<file path="config.mk">
export PLATFORM = sky130hd
export DESIGN_NAME = baud_nco_gen
export DESIGN_NICKNAME = d
export VERILOG_FILES = /design/src/rtl/baud_nco_pkg.sv /design/src/rtl/nco_accum.sv /design/src/rtl/tick_divider.sv /design/src/rtl/baud_nco_gen.sv
export SDC_FILE = /design/constraint.sdc
export NUM_CORES = 1
export LEC_CHECK = 0
export BUFFER_PORTS_ARGS = -buffer_cell sky130_fd_sc_hd__clkbuf_2
export CORE_ASPECT_RATIO = 1.4
export CORE_MARGIN = 2
export CORE_UTILIZATION = 50
export DETAILED_ROUTE_END_ITERATION = 10
export GPL_TIMING_DRIVEN = 0
export PLACE_DENSITY = 0.79
export RECOVER_POWER = 50
export SYNTH_ARGS = -nofsm -noshare
export SYNTH_HDL_FRONTEND = slang
export SYNTH_SLANG_ARGS = --single-unit
</file>
<file path="constraint.sdc">
create_clock -name clk -period 5.3 [get_ports clk]
set_clock_uncertainty 0.05 [all_clocks]
set_input_delay 0.53 -clock clk [delete_from_list [all_inputs] [get_ports clk]]
set_output_delay 0.53 -clock clk [all_outputs]
set_load 0.005 [all_outputs]
</file>
<file path="src/rtl/baud_nco_pkg.sv">
package baud_nco_pkg;
  localparam int unsigned NCO_W_DEF = 16;
  localparam int unsigned OVS_DEF   = 16;
endpackage

</file>
<file path="src/rtl/nco_accum.sv">
module nco_accum #(
  parameter int unsigned W = 16
) (
  input  logic         clk_i,
  input  logic         rst_i,
  input  logic         en_i,
  input  logic [W-1:0] inc_i,
  output logic         tick_o
);
  localparam logic [W-1:0] HALF = {1'b1, {(W-1){1'b0}}};

  logic [W-1:0] phase_q;
  logic         carry_q;
  logic [W:0]   sum;

  always_comb sum = {1'b0, phase_q} + {1'b0, inc_i};

  always_ff @(posedge clk_i) begin
    if (rst_i || !en_i) begin
      phase_q <= '0;
      carry_q <= 1'b0;
    end else begin
      phase_q <= sum[W-1:0];
      carry_q <= sum[W];
    end
  end

  assign tick_o = carry_q;

  // with a steady increment below half scale, a carry cannot repeat at once
  assert_single_pulse_R3: assert property (@(posedge clk_i) disable iff (rst_i || !en_i)
    (carry_q && inc_i < HALF && inc_i == $past(inc_i)) |=> !carry_q);

  // a carry needs a nonzero increment on the edge that produced it
  assert_zero_inc_silent_R4: assert property (@(posedge clk_i) disable iff (rst_i)
    carry_q |-> $past(inc_i) != '0);

  // a low enable leaves no phase and no strobe behind
  assert_disable_clears_R5: assert property (@(posedge clk_i) disable iff (rst_i)
    !$past(en_i) |-> (!carry_q && phase_q == '0));

  // reset clears the phase
  assert_reset_clears_R1: assert property (@(posedge clk_i)
    $past(rst_i) |-> (!carry_q && phase_q == '0));
endmodule

</file>
<file path="src/rtl/tick_divider.sv">
module tick_divider #(
  parameter int unsigned RATIO = 16
) (
  input  logic clk_i,
  input  logic rst_i,
  input  logic en_i,
  input  logic tick_i,
  output logic tick_o
);
  generate
    if (RATIO <= 1) begin : g_pass
      logic q;
      always_ff @(posedge clk_i) begin
        if (rst_i || !en_i) q <= 1'b0;
        else                q <= tick_i;
      end
      assign tick_o = q;
    end else begin : g_count
      localparam int unsigned CW = $clog2(RATIO);
      localparam logic [CW-1:0] LAST = CW'(RATIO - 1);

      logic [CW-1:0] cnt_q;
      logic          out_q;

      always_ff @(posedge clk_i) begin
        if (rst_i || !en_i) begin
          cnt_q <= '0;
          out_q <= 1'b0;
        end else if (tick_i) begin
          if (cnt_q == LAST) begin
            cnt_q <= '0;
            out_q <= 1'b1;
          end else begin
            cnt_q <= cnt_q + 1'b1;
            out_q <= 1'b0;
          end
        end else begin
          out_q <= 1'b0;
        end
      end

      assign tick_o = out_q;

      // the count stays inside the ratio
      assert_cnt_in_range_R7: assert property (@(posedge clk_i) disable iff (rst_i)
        cnt_q <= LAST);
    end
  endgenerate

  // a bit strobe only ever follows an oversample strobe
  assert_bit_follows_os_R6: assert property (@(posedge clk_i) disable iff (rst_i)
    tick_o |-> $past(tick_i));
endmodule

</file>
<file path="src/rtl/baud_nco_gen.sv">
module baud_nco_gen #(
  parameter int unsigned NCO_W = baud_nco_pkg::NCO_W_DEF,
  parameter int unsigned OVS   = baud_nco_pkg::OVS_DEF
) (
  input  logic             clk,
  input  logic             rst,
  input  logic             en,
  input  logic [NCO_W-1:0] nco_inc,
  output logic             tick_os,
  output logic             tick_bit
);
  logic os_strobe;

  nco_accum #(.W(NCO_W)) u_accum (
    .clk_i  (clk),
    .rst_i  (rst),
    .en_i   (en),
    .inc_i  (nco_inc),
    .tick_o (os_strobe)
  );

  tick_divider #(.RATIO(OVS)) u_div (
    .clk_i  (clk),
    .rst_i  (rst),
    .en_i   (en),
    .tick_i (os_strobe),
    .tick_o (tick_bit)
  );

  assign tick_os = os_strobe;

  // the bit strobe is also silenced by a low enable
  assert_bit_disable_R5: assert property (@(posedge clk) disable iff (rst)
    !$past(en) |-> !tick_bit);
endmodule

</file>
==> run metrics, run 1 <==
met1 GRT Util 0.214; number of flops mapped to enable cells by yosys 0; slack of the worst reg-to-reg path 3.06 ns; nets@finish 231; Fmax 435 MHz; number of global-route vias before repair 1,321; PwrDens 252 nW/µm²; HPWL Detailed 2.46 mm; R2R cell count 7; detailed-route wire length per cell 13.5 µm; Placeable Area 2820 µm²; YS warnings 0; syn_nets 206; max-cap viol count 0; Final period util 0.434; GR Util met2 0.373; Primary FF master, synth dfxtp_1; Row Count 23; maximum VDD drop 0.119 mV; Net Switching 0.000126 W; Final min period 2.30 ns; kind of critical path in -> reg; CTS tree yes; hold path endpoint u_div.tick_o; sequential fraction of design power 0.428; Power Internal 0.000294 W; Final setup viols 0; Worst setup EP type register; largest net degree at the start of global routing 13; die area 3390 µm²; Critical Path RT 5.40 ns; Final Max Tran Viols 0; first-pass GRT wire length 5.34 mm; Worst R2R End u_accum.tick_o; Synth top area share 0.300; RSZ-0062 raised after global routing false; GRT overflow 0; PortBufs 20; Synth cell types 41; Post-Syn Area 1470 µm²; clock root cell clkbuf_8; Synth Instances 169; Clock Tree Buf Depth 2; r2r startpoint u_accum.phase_q[0]; worst hold margin 0.420 ns; CTS sink cnt 22; Via-to-Cell Ratio 5.93; met3 Usage GRT 0.0306; status completed; crit path from nco_inc[0]; H-tree depth 1; # diodes 0; Sw Ratio 0.300; CP Max Fanout 5; post-synthesis average cell area 8.69 µm²; hold buffer count at cts 0; PostCTS Resize Cnt 0; Tightest Pin Transition 0.497 ns; die height 68.1 µm; share of the yosys chip area belonging to registers 0.300; post-synth top area cell dfxtp_1; initial antenna violation count 0; Top Usage Layer GRT met2; Hold Vio Cnt, Final 0; Horiz. Die Dim 49.8 µm; Hold Crit Class reg -> reg; number of synthesized register bits 22; GP Congestion 0.867; aggregate negative setup slack 0 ns; layout cells sized above 1 0.150; initial DRC count 37; Tot GR Track Use 0.202; final wirelength 3.11 mm; DRC 0; Post CTS Setup Buffer Count 0; Slew headroom 0.669; Fill cells 270; remaining antenna violation count 0; CTS buffer count 3; Pwr Total 0.000420 W; crit path DAT 2.40 ns; FFs w/ async S/R, synth 0; clk_lat worst skew 0.26 ns; Clk pwr share 0.285; clk slew on worst S/H paths 0.07 ns; static leakage 0.719 nW; most common cell after layout, fill and taps aside dfxtp_1; Combinational Power Share 0.286; worst hold stages 2; HP Start u_div.g_count.cnt_q[3]; vias 1,364; most frequent cells in the layout dfxtp_1, clkbuf_2, ha_1; type of origin of the critical path input port; drt first pass iters 4; Area growth, synth to finish 13.6%; Initial Util 0.521; top post-synthesis cells by area dfxtp_1, ha_1, a21oi_1; # IOs 21
-- sequential cells by signal, indices dropped and copies added (netlist names) --
name / flops
u_accum.phase_q: 16
u_accum.tick_o: 1
u_div.g_count.cnt_q: 4
u_div.tick_o: 1
-- worst max-delay path: stages --
cell and delay (ns):
clkbuf_2 0.08, ha_1 0.22, fa_1 0.41, a21o_1 0.24, a221oi_4 0.35, or3_1 0.23, a21oi_1 0.08, o31a_1 0.25
-- how the worst max path moves through the flow --
stage | end | slack, ns
finish | u_accum.tick_o | 3.00
global route | u_accum.phase_q[10] | 2.93
CTS | u_accum.phase_q[10] | 3.01
detailed placement | u_accum.phase_q[10] | 2.73
global placement | u_accum.tick_o | 2.74
floorplan | u_accum.phase_q[10] | 2.96
-- kinds of logic (layout without fill, tap and decap cells) --
family / after synthesis / count (layout) / synth area share
flip-flops: 22 / 22 / 0.300
XOR/XNOR: 7 / 7 / 0.0417
AND/OR/NAND/NOR: 62 / 62 / 0.225
AO/OA/AOI/OAI: 48 / 48 / 0.235
multiplexers: 2 / 2 / 0.0145
adder cells (fa/ha/maj): 18 / 18 / 0.158
buffers and inverters: 10 / 34 / 0.0255
-- layout make-up --
cell class	count	area, µm²	share of cell area
plain buffers	7	26.3	0.0157
well taps	37	46.3	0.0277
flip-flops and latches	22	440	0.264
inverters	3	11.3	0.00675
repair buffers	20	98.8	0.0592
clock buffers	4	55.1	0.0330
multi-input cells	137	991	0.594
-- synthesized netlist by cell type, types with 2 or more instances --
cell	count
o21a_1	4
o21ai_1	3
and3_1	4
o21ai_0	5
clkbuf_1	6
xor2_1	4
inv_1	3
xnor2_1	3
or3_1	3
a21boi_1	2
nand4_1	4
dfxtp_1	22
and2_1	2
nor3b_1	3
nand3_1	8
ha_1	17
o31a_1	2
nor2b_1	2
a211oi_1	2
nor4_1	2
o211ai_1	3
a21oi_1	14
nor2_1	11
a21o_1	6
nor3_1	10
nand2_1	9
-- power groups by stage --
stage               registers [W]  clock network, W  logic (W)
floorplan                0.000183                 0  0.0000927
global placement         0.000183                 0   0.000115
detailed placement       0.000184                 0   0.000119
CTS                      0.000180          0.000123   0.000120
global route             0.000181          0.000132   0.000136
finish                   0.000180          0.000120   0.000120
-- stage by stage --
stage          setup WS, ns   util  cell area (µm²)  std cells
6_report               3.00  0.592             1670        230
5_1_grt                2.93  0.592             1670        230
4_1_cts                3.01  0.592             1670        230
3_5_place_dp           2.73  0.573             1620        226
3_3_place_gp           2.74  0.573             1620        226
2_1_floorplan          2.96      -             1470        169
-- layer usage --
| metal | part of all wire | vias up |
|---|---|---|
| met5 | 0 | - |
| met4 | 0.020 | 0 |
| met3 | 0.035 | 6 |
| met2 | 0.53 | 40 |
| met1 | 0.42 | 642 |
| li1 | - | 676 |
(Power assumes the default switching activity.)
==> inputs of run 2 (changes only) <==
Settings changed: ABC_AREA set to 1, PLACE_DENSITY 0.79 to 0.81.
Clock period 5.3 ns to 2.1 ns, I/O delays scaled along.
==> run metrics, run 2 <==
Hold Vio Cnt, Final 0; # diodes 0; DRC 0; most frequent cells in the layout nand2_1, inv_1, nor2_1; Worst setup EP type register; Power Internal 0.000715 W; Tot GR Track Use 0.193; YS warnings 0; aggregate negative setup slack 0 ns; GRT overflow 0; number of flip-flops in the largest register 16; Critical Path Most Common Cell nand2_1; most common cell in the netlist nand2_1; type of origin of the critical path register; post-synth top area cell dfxtp_1; final wirelength 3.03 mm; HP Start rst; slowest cell delay on critical path 0.41 ns; Area growth, synth to finish 12.4%; RSZ-0062 raised after global routing false; critical path's slowest cell fa_1; most common cell after layout, fill and taps aside nand2_1; Critical Path RT 2.21 ns; CTS buffer count 3; Hold Crit Class in -> reg; CTS tree yes; Final Cell Area 1800 µm²; first-pass GRT wire length 5.64 mm; nets@finish 307; clock root cell clkbuf_8; Primary FF master, synth dfxtp_1; Via-to-Cell Ratio 4.88; max-cap viol count 0; Tightest Pin Transition 0.335 ns; Clock Tree Buf Depth 2; Fmax 573 MHz; status completed; slack of the worst reg-to-reg path 0.35 ns; Post-Syn Area 1600 µm²; GP Congestion 0.834; Post-Synth XOR/XNOR Area 0.00548; sequential fraction of design power 0.428; hold path endpoint u_accum.phase_q[5]; syn_nets 282; crit-path leading delay family simple AND/OR/NAND/NOR gates; Simple-Gate Fraction of Synth Area 0.366; Largest Register u_accum.phase_q; critical path, cell by cell ha_1 > fa_1 > nand2_1 > nand2_1 > nand3b_1 > nand2_1 > nand2_1 > nand3_1 > nand2_1 > nor2_1; H-tree depth 1; remaining antenna violation count 0; vias 1,503; Clk pwr share 0.296; die area 3670 µm²; CTS sink cnt 22; mux contribution to synthesized area 0; PwrDens 584 nW/µm²; initial antenna violation count 0; Synth Instances 245; Slew headroom 0.777; Final setup viols 0; drt first pass iters 4; detailed-route wire length per cell 9.85 µm; layout cells sized above 1 0.167; largest net degree at the start of global routing 13; clk slew on worst S/H paths 0.08 ns; number of flops mapped to enable cells by yosys 0; Sw Ratio 0.318; PortBufs 20; largest family of logic cells by synthesized area simple AND/OR/NAND/NOR gates; Horiz. Die Dim 51.8 µm; Combinational Power Share 0.276; static leakage 1.02 nW; Initial Util 0.517; kind of critical path reg -> reg; number of synthesized register bits 22; number of global-route vias before repair 1,462; HPWL Detailed 2.44 mm; Row Count 24; Final Max Tran Viols 0; initial DRC count 36; CP Max Fanout 4; Final period util 0.832; dpl ws 0.339 ns; Worst R2R End u_accum.phase_q[14]; worst hold stages 4; Synth cell types 25; # IOs 21; hold buffer count at cts 0; Post CTS Setup Buffer Count 0; R2R cell count 10; top post-synthesis cells by area dfxtp_1, nand2_1, ha_1; Final min period 1.75 ns; Placed Area 1750 µm²; die height 70.9 µm; Buf/Inv on CP 0; Compound-Gate Fraction of Synth Area 0.0931; post-route setup slack 0.353 ns; Top Registers u_accum.phase_q: 16 flops, u_div.g_count.cnt_q: 4 flops; PostCTS Resize Cnt 0; Synth top area share 0.275; share of the yosys chip area belonging to registers 0.275; Post-synth top cells nand2_1, inv_1, nor2_1; Post-Synth Adder-Cell Area 0.146; post-synthesis average cell area 6.53 µm²; crit path DAT 1.85 ns; clk_lat worst skew 0.26 ns; FFs w/ async S/R, synth 0; Placeable Area 3090 µm²; r2r startpoint u_accum.phase_q[0]; Net Switching 0.000334 W; maximum VDD drop 0.494 mV
run 2: stage by stage:
step           total power (W)  utilization  hold slack, ns  instances
5_1_grt                0.00112        0.581           0.240        308
6_report               0.00105        0.581           0.221        308
3_5_place_dp          0.000749        0.565           0.425        304
2_1_floorplan         0.000682            -           0.357        245
3_3_place_gp          0.000741        0.565           0.424        304
4_1_cts                0.00106        0.583           0.219        308
run 2: cells by family (layout without fill, tap and decap cells):
family | count (synthesis) | after routing
DFF | 22 | 22
AOI/OAI and AO/OA | 29 | 29
buffers and inverters | 46 | 70
and+or+nand+nor | 129 | 129
xor gates and xnor gates | 1 | 1
adders and majority gates | 18 | 18
run 2: power groups by stage:
stage	Sequential (W)	Clock [W]	Combinational (W)
final	0.000449	0.000310	0.000289
after global routing	0.000452	0.000330	0.000335
after CTS	0.000449	0.000320	0.000292
after detailed placement	0.000459	0	0.000290
after global placement	0.000458	0	0.000283
after floorplan	0.000457	0	0.000225
run 2: final cells by class:
cell class                 count  area, µm²
fill                         318       1300
multi-input combinational    177        971
sequential                    22        440
inverter                      45        169
timing repair buffer          20       98.8
clock buffer                   4       55.1
tap                           39       48.8
buffer                         1       13.8
run 2: tightest hold or removal path: stages:
cell	delay, ns
clkbuf_2	0.08
nor2_2	0.07
o21ai_0	0.08
a21oi_1	0.04
run 2: how the worst max path moves through the flow:
stage                       start             endpoint  slack [ns]  cells after the start
6_report       u_accum.phase_q[0]  u_accum.phase_q[14]        0.35                     10
5_1_grt        u_accum.phase_q[0]  u_accum.phase_q[14]        0.23                     10
4_1_cts        u_accum.phase_q[0]  u_accum.phase_q[14]        0.35                     10
3_5_place_dp           nco_inc[0]       u_accum.tick_o        0.34                      9
3_3_place_gp           nco_inc[0]       u_accum.tick_o        0.35                      9
2_1_floorplan  u_accum.phase_q[0]       u_accum.tick_o        0.55                      8
run 2: per-layer routing:
layer | wire length, µm | part of all wire | track usage | vias up
met4 | 80 | 0.026 | 0.0819 | 0
met5 | 0 | 0 | 0 | -
met1 | 1300 | 0.43 | 0.214 | 665
li1 | - | - | - | 808
met2 | 1570 | 0.52 | 0.353 | 21
met3 | 78 | 0.026 | 0.0316 | 9
==> inputs of run 3 (changes only) <==
Settings changed: PLACE_DENSITY 0.81 to 0.79.
Clock period 2.1 ns to 1.8 ns, I/O delays scaled along.
==> run metrics, run 3 (synthesis results as in run 2) <==
Clock Tree Buf Depth 2; initial DRC count 28; maximum VDD drop 0.718 mV; detailed-route wire length per cell 10.0 µm; drt first pass iters 4; static leakage 1.03 nW; # diodes 0; Placeable Area 3090 µm²; status completed; Initial Util 0.517; Top Registers u_accum.phase_q: 16 flops, u_div.g_count.cnt_q: 4 flops; Final setup viols 0; aggregate negative setup slack 0 ns; number of flip-flops in the largest register 16; critical path, cell by cell ha_1 > fa_2 > nand3_1 > nand3_2 > nand3_1 > nand3_2 > a21oi_1 > nor2_1; nets@finish 307; slowest cell delay on critical path 0.36 ns; # IOs 21; worst hold stages 4; max-cap viol count 0; Final Cell Area 1830 µm²; Final period util 0.945; crit path DAT 1.82 ns; critical path's slowest cell fa_2; Tightest Pin Transition 0.335 ns; die area 3670 µm²; HPWL Detailed 2.47 mm; CTS buffer count 3; first-pass GRT wire length 5.49 mm; clock root cell clkbuf_8; most common cell after layout, fill and taps aside nand2_1; most frequent cells in the layout nand2_1, inv_1, nor2_1; non-filler cells, final 308; Largest Register u_accum.phase_q; Fmax 588 MHz; Post CTS Setup Buffer Count 0; Tot GR Track Use 0.192; Critical Path RT 1.92 ns; dpl cells 304; number of global-route vias before repair 1,456; Row Count 24; final wirelength 3.09 mm; Pwr Total 0.00134 W; Placed Area 1750 µm²; GP Congestion 0.844; Worst path depth 8; PwrDens 732 nW/µm²; Hold Vio Cnt, Final 0; Worst setup EP type register; GRT overflow 0; crit-path leading delay family adder cells; Slew headroom 0.777; Final min period 1.70 ns; Area growth, synth to finish 14.2%; remaining antenna violation count 0; clk_lat worst skew 0.27 ns; Horiz. Die Dim 51.8 µm; CTS tree yes; CTS sink cnt 22; R2R cell count 8; DRC 0; initial antenna violation count 0; clk slew on worst S/H paths 0.09 ns; vias 1,502; Hold Crit Class in -> reg; type of origin of the critical path register; RSZ-0062 raised after global routing false; PortBufs 20; kind of critical path reg -> reg; die height 70.9 µm; Final Max Tran Viols 0; Via-to-Cell Ratio 4.88; CP Max Fanout 4; H-tree depth 1; Buf/Inv on CP 0; layout cells sized above 1 0.182; largest net degree at the start of global routing 14
-- run 3: stage by stage --
| stage | hold slack, ns | setup WS, ns | util |
|---|---|---|---|
| final | 0.182 | 0.0998 | 0.590 |
| after CTS | 0.187 | 0.0181 | 0.588 |
| after detailed placement | 0.421 | 0.0516 | 0.565 |
| after floorplan | 0.327 | 0.250 | - |
| after global placement | 0.424 | 0.0826 | 0.565 |
| after global routing | 0.222 | 0.0130 | 0.590 |
-- run 3: power breakdown --
part           leakage (nW)  switching [W]  total [W]  internal [W]
Sequential            0.180      0.0000101   0.000524      0.000514
Clock                0.0357       0.000176   0.000473      0.000297
Combinational         0.816       0.000211   0.000339      0.000128
Total                  1.03       0.000397    0.00134      0.000940
-- run 3: final cells by class --
type,instances,area [µm²]
fillers,316,1270
multi-input cells,177,983
flip-flops and latches,22,440
inverters,45,169
repair buffers,20,98.8
well taps,39,48.8
clock buffers,3,41.3
clock inverters,1,30.0
plain buffers,1,13.8
-- run 3: worst paths after layout --
path | slack (ns) | endpoint | from
setup / recovery | 0.1 | u_accum.tick_o | u_accum.phase_q[0]
setup reg to reg | 0.1 | u_accum.tick_o | u_accum.phase_q[0]
hold reg to reg | 0.44 | u_div.tick_o | u_div.g_count.cnt_q[3]
hold / removal | 0.18 | u_accum.phase_q[6] | rst
-- run 3: metal layers --
| layer | GRT usage | wire length, µm | share of wire | vias to the layer above |
|---|---|---|---|---|
| met5 | 0 | 0 | 0 | - |
| met4 | 0.0877 | 75 | 0.024 | 0 |
| met3 | 0.0211 | 51 | 0.016 | 9 |
| met2 | 0.362 | 1640 | 0.53 | 18 |
| met1 | 0.206 | 1330 | 0.43 | 667 |
| li1 | - | - | - | 808 |
-- run 3: worst register-to-register path, stage by stage, from the launching register on --
cell and delay, ns:
dfxtp_1 0.31, ha_1 0.20, fa_2 0.36, nand3_1 0.12, nand3_2 0.10, nand3_1 0.11
nand3_2 0.11, a21oi_1 0.18, nor2_1 0.06
-- run 3: repair_timing --
item / 4_1_cts / 5_1_grt
setup endpoints to repair: 0 / 4
hold buffers: 0 / 0
hold endpoints to repair: 0 / 0
resized for setup: 0 / 2
